### src/rtl/aud_fifo_pkg.sv
package aud_fifo_pkg;
  localparam int REG_W  = 32;
  localparam int ADDR_W = 3;

  typedef enum logic [ADDR_W-1:0] {
    A_IRQ_CTL  = 3'd0,
    A_IRQ_STAT = 3'd1,
    A_DMA_CTL  = 3'd2,
    A_FLUSH    = 3'd3,
    A_TX_DATA  = 3'd4,
    A_RX_DATA  = 3'd5,
    A_TX_LVL   = 3'd6,
    A_RX_LVL   = 3'd7
  } reg_addr_e;

  // bit positions that software decodes
  localparam int TXE_BIT     = 0;
  localparam int UND_BIT     = 1;
  localparam int UND_CLR_BIT = 2;
  localparam int TX_THR_LSB  = 4;
  localparam int RXF_BIT     = 16;
  localparam int RX_THR_LSB  = 20;
  localparam int TX_DMA_LSB  = 0;
  localparam int TX_DMA_EN   = 8;
  localparam int RX_DMA_LSB  = 16;
  localparam int RX_DMA_EN   = 24;
  localparam int FL_TX_BIT   = 0;
  localparam int FL_RX_BIT   = 1;

  typedef struct packed {
    logic rxf;
    logic und;
    logic txe;
  } irq_stat_t;
endpackage

### src/rtl/aud_sync_fifo.sv
module aud_sync_fifo #(
  parameter int DEPTH        = 32,
  parameter int DATA_W       = 32,
  parameter int FLUSH_CYCLES = 4,
  localparam int AW          = $clog2(DEPTH),
  localparam int LVL_W       = AW + 1
) (
  input  logic              clk,
  input  logic              rst_n,
  input  logic              push,
  input  logic [DATA_W-1:0] push_data,
  input  logic              pop,
  output logic [DATA_W-1:0] head,
  input  logic              flush_req,
  output logic              busy,
  output logic [LVL_W-1:0]  level,
  output logic              full,
  output logic              empty
);
  localparam int CNT_W = $clog2(FLUSH_CYCLES + 1);

  logic [DATA_W-1:0] mem [DEPTH];
  logic [LVL_W-1:0]  wr_ptr, rd_ptr;
  logic [CNT_W-1:0]  cnt;
  logic              push_ok, pop_ok;

  assign level   = wr_ptr - rd_ptr;
  assign full    = (level == LVL_W'(DEPTH));
  assign empty   = (level == '0);
  assign push_ok = push && !full && !busy;
  assign pop_ok  = pop && !empty && !busy;
  assign head    = mem[rd_ptr[AW-1:0]];

  always_ff @(posedge clk) begin
    if (push_ok) mem[wr_ptr[AW-1:0]] <= push_data;
  end

  always_ff @(posedge clk or negedge rst_n) begin
    if (!rst_n) begin
      wr_ptr <= '0;
      rd_ptr <= '0;
      busy   <= 1'b0;
      cnt    <= '0;
    end else if (busy) begin
      if (cnt == '0) begin
        busy   <= 1'b0;
        wr_ptr <= '0;
        rd_ptr <= '0;
      end else begin
        cnt <= cnt - 1'b1;
      end
    end else begin
      if (push_ok) wr_ptr <= wr_ptr + 1'b1;
      if (pop_ok)  rd_ptr <= rd_ptr + 1'b1;
      if (flush_req) begin
        busy <= 1'b1;
        cnt  <= CNT_W'(FLUSH_CYCLES - 1);
      end
    end
  end

  assert_no_overflow_R2: assert property (@(posedge clk) disable iff (!rst_n)
    level <= LVL_W'(DEPTH));

  assert_level_step_R1: assert property (@(posedge clk) disable iff (!rst_n)
    !$past(busy) |-> (level == $past(level)) || (level == $past(level) + 1'b1)
                     || (level == $past(level) - 1'b1));

  assert_flush_empties_R11: assert property (@(posedge clk) disable iff (!rst_n)
    $fell(busy) |-> empty);
endmodule

### src/rtl/aud_fifo_regs.sv
module aud_fifo_regs
  import aud_fifo_pkg::*;
#(
  parameter int LVL_W = 6,
  parameter int FLD_W = 5
) (
  input  logic              clk,
  input  logic              rst_n,
  input  logic              reg_wr,
  input  logic              reg_rd,
  input  logic [ADDR_W-1:0] reg_addr,
  input  logic [REG_W-1:0]  reg_wdata,
  output logic [REG_W-1:0]  reg_rdata,
  input  logic [LVL_W-1:0]  tx_level,
  input  logic [LVL_W-1:0]  rx_level,
  input  logic [REG_W-1:0]  rx_head,
  input  logic              rx_empty,
  input  logic              tx_busy,
  input  logic              rx_busy,
  input  irq_stat_t         stat,
  output logic              tx_push,
  output logic              rx_pop,
  output logic              tx_flush,
  output logic              rx_flush,
  output logic              und_clr,
  output logic              txe_en,
  output logic              rxf_en,
  output logic [FLD_W-1:0]  tx_thr,
  output logic [FLD_W-1:0]  rx_thr,
  output logic              tx_dma_en,
  output logic              rx_dma_en,
  output logic [FLD_W-1:0]  tx_dma_lvl,
  output logic [FLD_W-1:0]  rx_dma_lvl
);
  reg_addr_e  addr;
  logic [REG_W-1:0] rd_val;

  assign addr     = reg_addr_e'(reg_addr);
  assign tx_push  = reg_wr && (addr == A_TX_DATA);
  assign rx_pop   = reg_rd && (addr == A_RX_DATA);
  assign tx_flush = reg_wr && (addr == A_FLUSH) && reg_wdata[FL_TX_BIT];
  assign rx_flush = reg_wr && (addr == A_FLUSH) && reg_wdata[FL_RX_BIT];
  assign und_clr  = reg_wr && (addr == A_IRQ_CTL) && reg_wdata[UND_CLR_BIT];

  always_ff @(posedge clk or negedge rst_n) begin
    if (!rst_n) begin
      txe_en     <= 1'b0;
      rxf_en     <= 1'b0;
      tx_thr     <= '0;
      rx_thr     <= '0;
      tx_dma_en  <= 1'b0;
      rx_dma_en  <= 1'b0;
      tx_dma_lvl <= '0;
      rx_dma_lvl <= '0;
    end else if (reg_wr) begin
      if (addr == A_IRQ_CTL) begin
        txe_en <= reg_wdata[TXE_BIT];
        rxf_en <= reg_wdata[RXF_BIT];
        tx_thr <= reg_wdata[TX_THR_LSB +: FLD_W];
        rx_thr <= reg_wdata[RX_THR_LSB +: FLD_W];
      end
      if (addr == A_DMA_CTL) begin
        tx_dma_en  <= reg_wdata[TX_DMA_EN];
        rx_dma_en  <= reg_wdata[RX_DMA_EN];
        tx_dma_lvl <= reg_wdata[TX_DMA_LSB +: FLD_W];
        rx_dma_lvl <= reg_wdata[RX_DMA_LSB +: FLD_W];
      end
    end
  end

  always_comb begin
    rd_val = '0;
    case (addr)
      A_IRQ_CTL: begin
        rd_val[TXE_BIT]               = txe_en;
        rd_val[RXF_BIT]               = rxf_en;
        rd_val[TX_THR_LSB +: FLD_W]   = tx_thr;
        rd_val[RX_THR_LSB +: FLD_W]   = rx_thr;
      end
      A_IRQ_STAT: begin
        rd_val[TXE_BIT] = stat.txe;
        rd_val[UND_BIT] = stat.und;
        rd_val[RXF_BIT] = stat.rxf;
      end
      A_DMA_CTL: begin
        rd_val[TX_DMA_EN]             = tx_dma_en;
        rd_val[RX_DMA_EN]             = rx_dma_en;
        rd_val[TX_DMA_LSB +: FLD_W]   = tx_dma_lvl;
        rd_val[RX_DMA_LSB +: FLD_W]   = rx_dma_lvl;
      end
      A_FLUSH: begin
        rd_val[FL_TX_BIT] = tx_busy;
        rd_val[FL_RX_BIT] = rx_busy;
      end
      A_RX_DATA: rd_val = (rx_empty || rx_busy) ? '0 : rx_head;
      A_TX_LVL:  rd_val[LVL_W-1:0] = tx_level;
      A_RX_LVL:  rd_val[LVL_W-1:0] = rx_level;
      default:   rd_val = '0;
    endcase
  end

  always_ff @(posedge clk or negedge rst_n) begin
    if (!rst_n)      reg_rdata <= '0;
    else if (reg_rd) reg_rdata <= rd_val;
  end

  assert_rdata_hold_R12: assert property (@(posedge clk) disable iff (!rst_n)
    !$past(reg_rd) |-> $stable(reg_rdata));
endmodule

### src/rtl/aud_fifo_events.sv
module aud_fifo_events
  import aud_fifo_pkg::*;
#(
  parameter int LVL_W = 6,
  parameter int FLD_W = 5
) (
  input  logic             clk,
  input  logic             rst_n,
  input  logic [LVL_W-1:0] tx_level,
  input  logic [LVL_W-1:0] rx_level,
  input  logic [FLD_W-1:0] tx_thr,
  input  logic [FLD_W-1:0] rx_thr,
  input  logic             txe_en,
  input  logic             rxf_en,
  input  logic             tx_dma_en,
  input  logic             rx_dma_en,
  input  logic [FLD_W-1:0] tx_dma_lvl,
  input  logic [FLD_W-1:0] rx_dma_lvl,
  input  logic             tx_valid,
  input  logic             tx_ready,
  input  logic             und_clr,
  output irq_stat_t        stat,
  output logic             irq,
  output logic             tx_dma_req,
  output logic             rx_dma_req
);
  logic [LVL_W-1:0] tx_lim, rx_lim;
  logic             und_q;

  // fields hold threshold minus one
  assign tx_lim   = LVL_W'(tx_thr) + LVL_W'(1);
  assign rx_lim   = LVL_W'(rx_thr) + LVL_W'(1);
  assign stat.txe = (tx_level <= tx_lim);
  assign stat.rxf = (rx_level >= rx_lim);
  assign stat.und = und_q;

  assign irq        = (stat.txe && txe_en) || (stat.rxf && rxf_en);
  assign tx_dma_req = tx_dma_en && (tx_level <= LVL_W'(tx_dma_lvl));
  assign rx_dma_req = rx_dma_en && (rx_level >  LVL_W'(rx_dma_lvl));

  always_ff @(posedge clk or negedge rst_n) begin
    if (!rst_n)                    und_q <= 1'b0;
    else if (tx_ready && !tx_valid) und_q <= 1'b1;
    else if (und_clr)              und_q <= 1'b0;
  end

  assert_und_cause_R8: assert property (@(posedge clk) disable iff (!rst_n)
    $rose(und_q) |-> $past(tx_ready && !tx_valid));

  assert_und_sticky_R8: assert property (@(posedge clk) disable iff (!rst_n)
    (und_q && !und_clr) |=> und_q);
endmodule

### src/rtl/aud_fifo_ctl.sv
module aud_fifo_ctl
  import aud_fifo_pkg::*;
#(
  parameter int DEPTH        = 32,
  parameter int FLUSH_CYCLES = 4
) (
  input  logic              clk,
  input  logic              rst_n,
  input  logic              reg_wr,
  input  logic              reg_rd,
  input  logic [2:0]        reg_addr,
  input  logic [31:0]       reg_wdata,
  output logic [31:0]       reg_rdata,
  output logic              tx_valid,
  input  logic              tx_ready,
  output logic [31:0]       tx_data,
  input  logic              rx_valid,
  output logic              rx_ready,
  input  logic [31:0]       rx_data,
  output logic              irq,
  output logic              tx_dma_req,
  output logic              rx_dma_req
);
  localparam int AW    = $clog2(DEPTH);
  localparam int LVL_W = AW + 1;
  localparam int FLD_W = AW;

  logic [LVL_W-1:0] tx_level, rx_level;
  logic [REG_W-1:0] rx_head;
  logic tx_busy, rx_busy, tx_full, tx_empty, rx_full, rx_empty;
  logic tx_push, rx_pop, tx_flush, rx_flush, und_clr;
  logic txe_en, rxf_en, tx_dma_en, rx_dma_en;
  logic [FLD_W-1:0] tx_thr, rx_thr, tx_dma_lvl, rx_dma_lvl;
  irq_stat_t stat;

  assign tx_valid = !tx_empty && !tx_busy;
  assign rx_ready = !rx_full && !rx_busy;

  aud_sync_fifo #(.DEPTH(DEPTH), .DATA_W(REG_W), .FLUSH_CYCLES(FLUSH_CYCLES)) u_tx_q (
    .clk(clk), .rst_n(rst_n),
    .push(tx_push), .push_data(reg_wdata),
    .pop(tx_valid && tx_ready), .head(tx_data),
    .flush_req(tx_flush), .busy(tx_busy),
    .level(tx_level), .full(tx_full), .empty(tx_empty)
  );

  aud_sync_fifo #(.DEPTH(DEPTH), .DATA_W(REG_W), .FLUSH_CYCLES(FLUSH_CYCLES)) u_rx_q (
    .clk(clk), .rst_n(rst_n),
    .push(rx_valid && rx_ready), .push_data(rx_data),
    .pop(rx_pop), .head(rx_head),
    .flush_req(rx_flush), .busy(rx_busy),
    .level(rx_level), .full(rx_full), .empty(rx_empty)
  );

  aud_fifo_regs #(.LVL_W(LVL_W), .FLD_W(FLD_W)) u_regs (
    .clk(clk), .rst_n(rst_n),
    .reg_wr(reg_wr), .reg_rd(reg_rd), .reg_addr(reg_addr),
    .reg_wdata(reg_wdata), .reg_rdata(reg_rdata),
    .tx_level(tx_level), .rx_level(rx_level), .rx_head(rx_head),
    .rx_empty(rx_empty), .tx_busy(tx_busy), .rx_busy(rx_busy), .stat(stat),
    .tx_push(tx_push), .rx_pop(rx_pop), .tx_flush(tx_flush), .rx_flush(rx_flush),
    .und_clr(und_clr), .txe_en(txe_en), .rxf_en(rxf_en),
    .tx_thr(tx_thr), .rx_thr(rx_thr),
    .tx_dma_en(tx_dma_en), .rx_dma_en(rx_dma_en),
    .tx_dma_lvl(tx_dma_lvl), .rx_dma_lvl(rx_dma_lvl)
  );

  aud_fifo_events #(.LVL_W(LVL_W), .FLD_W(FLD_W)) u_events (
    .clk(clk), .rst_n(rst_n),
    .tx_level(tx_level), .rx_level(rx_level),
    .tx_thr(tx_thr), .rx_thr(rx_thr),
    .txe_en(txe_en), .rxf_en(rxf_en),
    .tx_dma_en(tx_dma_en), .rx_dma_en(rx_dma_en),
    .tx_dma_lvl(tx_dma_lvl), .rx_dma_lvl(rx_dma_lvl),
    .tx_valid(tx_valid), .tx_ready(tx_ready), .und_clr(und_clr),
    .stat(stat), .irq(irq), .tx_dma_req(tx_dma_req), .rx_dma_req(rx_dma_req)
  );

  assert_tx_hold_R4: assert property (@(posedge clk) disable iff (!rst_n)
    (tx_valid && !tx_ready) |=> $stable(tx_data));

  assert_full_no_txdma_R10: assert property (@(posedge clk) disable iff (!rst_n)
    tx_full |-> !tx_dma_req);

  assert_rx_backpressure_R5: assert property (@(posedge clk) disable iff (!rst_n)
    (rx_level == LVL_W'(DEPTH)) |-> !rx_ready);
endmodule

### config.mk
export PLATFORM = sky130hd
export DESIGN_NAME = aud_fifo_ctl
export DESIGN_NICKNAME = d
export VERILOG_FILES = /design/src/rtl/aud_fifo_pkg.sv /design/src/rtl/aud_sync_fifo.sv /design/src/rtl/aud_fifo_regs.sv /design/src/rtl/aud_fifo_events.sv /design/src/rtl/aud_fifo_ctl.sv
export SDC_FILE = /design/constraint.sdc
export NUM_CORES = 2
export LEC_CHECK = 0
export ABC_AREA = 1
export BUFFER_PORTS_ARGS = -buffer_cell sky130_fd_sc_hd__clkbuf_2
export CAP_MARGIN = 20
export CORE_ASPECT_RATIO = 1.1
export CORE_MARGIN = 4
export CORE_UTILIZATION = 57
export DETAILED_ROUTE_END_ITERATION = 12
export GPL_TIMING_DRIVEN = 1
export PLACE_DENSITY = 0.8
export SYNTH_ARGS = -nofsm -noshare
export SYNTH_HDL_FRONTEND = slang
export SYNTH_HIERARCHICAL = 1
export SYNTH_SLANG_ARGS = --single-unit
### constraint.sdc
create_clock -name clk -period 5.6 [get_ports clk]
set_clock_uncertainty 0.2 [all_clocks]
set_input_delay 1.12 -clock clk [delete_from_list [all_inputs] [get_ports clk]]
set_output_delay 1.12 -clock clk [all_outputs]
set_load 0.03 [all_outputs]
==> metrics.txt <==
Max Slew Vio Count 0; post-route worst setup slack 83.9 ps; clk buf depth 3; # DRC 0; RSZ-0062 raised after global routing false; critical path class reg -> out; worst stage delay on the critical path 740 ps; worst hold-check path type in -> async; Clk pin slew, worst setup/hold paths 70 ps; Critical Path Start u_tx_q/rd_ptr[1]; maximum vdd drop 425 µV; r2r setup slk 1030 ps; vias 60,300; DRT iter0 DRCs 8,648; Die Height 418 µm; post-CTS setup buffer count 0; post-route ant nets 0; dpl hpwl 129,000 µm; # IOs 142; Leak 34.3 nW; global-route wire length before repair 356,000 µm; gpl congestion 0.883; core area 152,000 µm²; Core Util, Final 63.7%; std cell rows 150; # setup viols final 0; vias per inst 6.36; most frequent cells in the layout edfxtp_1 (2,048), nand2_1 (1,628), nor2_1 (845), o21ai_0 (642), nand3_1 (541); CP Launch Type flop; pwr dens 478 nW/µm²; antenna violations before repair 27; max-cap viol count 0; Nets 7,446; quantity of hold-fixing buffers added after cts 0; WL final 240,000 µm; Rel. slew slack 11.1%; Clock Sinks 2,137; Arr. time, crit path 4200 ps; Tcrit/Tclk final 98.5%; setup TNS 0 ps; die area 159,000 µm²; Gate power share 31.6%; result of the run completed; Most Frequent Cell on Critical Path nand2_1; initial core utilization 57.4%; crit-path leading delay family buffers and inverters; CTS buffer count 197; Sw Ratio 36.8%; Critical Path End Type output port; port bufs 141; Setup Slack @ Placement 1130 ps; reg2reg end u_regs/reg_rdata[0]; largest net degree at the start of global routing 248; Hold Vio Cnt, Final 0; WL/cell 25.4 µm; clock network power share 29.0%; Die X 381 µm; Fmax achieved 181 MHz; vias in the first global route 58,300; P_int 0.0292 W; H-tree depth 4; area growth from synthesis to layout 11.0%; WP buf/inv 4; Synth Net Count 7,393; reg2reg path depth 14; post-layout power 0.0462 W; Mapped Area 87,100 µm²; CTS tree yes; worst-skew pair later-pin latency 870 ps; Syn Inst Count 7,270; Flop pwr share 39.4%; worst path cell trace inv_4 -> buf_4 -> buf_4 -> nand3_1 -> nand2_1 -> a21oi_1 -> o31ai_1 -> nand2_1 -> nand2_1 -> nand2_1 -> clkbuf_2; total track usage 29.6%; clock root buffer clkbuf_16; slowest CP cell buf_4; Yosys Warn Count 6; Worst Path Required 4280 ps; most common cell after layout, fill and taps aside edfxtp_1; RR Startpoint u_rx_q/rd_ptr[0]; net switching power 0.0170 W; Detailed Routing Iterations Pass 1 7; worst slew pin tran 1330 ps; gr ovfl total 0; Critical Path Fanout Max 52; share of cells above drive strength 1 9.54%; Mapped Avg Cell Area 12.0 µm²; min Tclk post-route 5520 ps
[routing by layer]
layer	global-route usage [%]	part of all wire, %	vias up
met2	47.3	47	4288
met3	7.51	13	914
met1	37.0	34	29000
li1	-	-	26100
met5	0	0.037	-
met4	17.1	6.2	14
[metrics by stage]
step                instance area, µm²  instances  hold slack, ps
floorplan                        87100       7270             264
global placement                 90100       9100             263
detailed placement               90100       9100             269
CTS                              96600       9461             181
global route                     96600       9468             232
finish                           96700       9481             198
[timing repair]
action	CTS	global route
setup endpoints to repair	0	2
gates resized for setup	0	2
hold endpoints to repair	0	0
[flip-flops by register name (all words and copies together), names as in the netlist]
name	count
u_rx_q/mem	1024
u_tx_q/mem	1024
u_regs/reg_rdata	32
u_rx_q/rd_ptr	6
u_rx_q/wr_ptr	6
u_tx_q/rd_ptr	6
u_tx_q/wr_ptr	6
u_regs/rx_dma_lvl	5
u_regs/rx_thr	5
u_regs/tx_dma_lvl	5
u_regs/tx_thr	5
u_rx_q/cnt	3
u_tx_q/cnt	3
u_events/und_q	1
u_regs/rx_dma_en	1
u_regs/rxf_en	1
u_regs/tx_dma_en	1
u_regs/txe_en	1
u_rx_q/busy	1
u_tx_q/busy	1
[power by group through the flow]
stage          Sequential, W  Combinational [W]  Clock, W
4_1_cts               0.0182             0.0142    0.0135
2_1_floorplan         0.0185            0.00971         0
3_3_place_gp          0.0185             0.0136         0
5_1_grt               0.0182             0.0158    0.0142
6_report              0.0182             0.0146    0.0134
3_5_place_dp          0.0185             0.0140         0
[final cells by class]
cell class                      count  area [µm²]
Antenna cell                       20        50.0
Clock buffer                      241        5170
Clock inverter                    120        1320
Fill cell                       10500       55200
Inverter                          135         542
Multi-Input combinational cell   4529       21100
Sequential cell                  2137       63800
Tap cell                         1976        2470
Timing Repair Buffer              323        2250
[worst max path at each step]
stage	endpoint	depth (start not counted)	slack, ps
6_report	tx_data[5]	11	80
5_1_grt	tx_data[5]	11	30
4_1_cts	tx_data[5]	11	150
3_5_place_dp	tx_data[20]	11	1130
3_3_place_gp	tx_data[20]	11	1130
2_1_floorplan	u_rx_q/mem[24][0]	21	90
No activity file was read; power rests on OpenSTA's default activity.
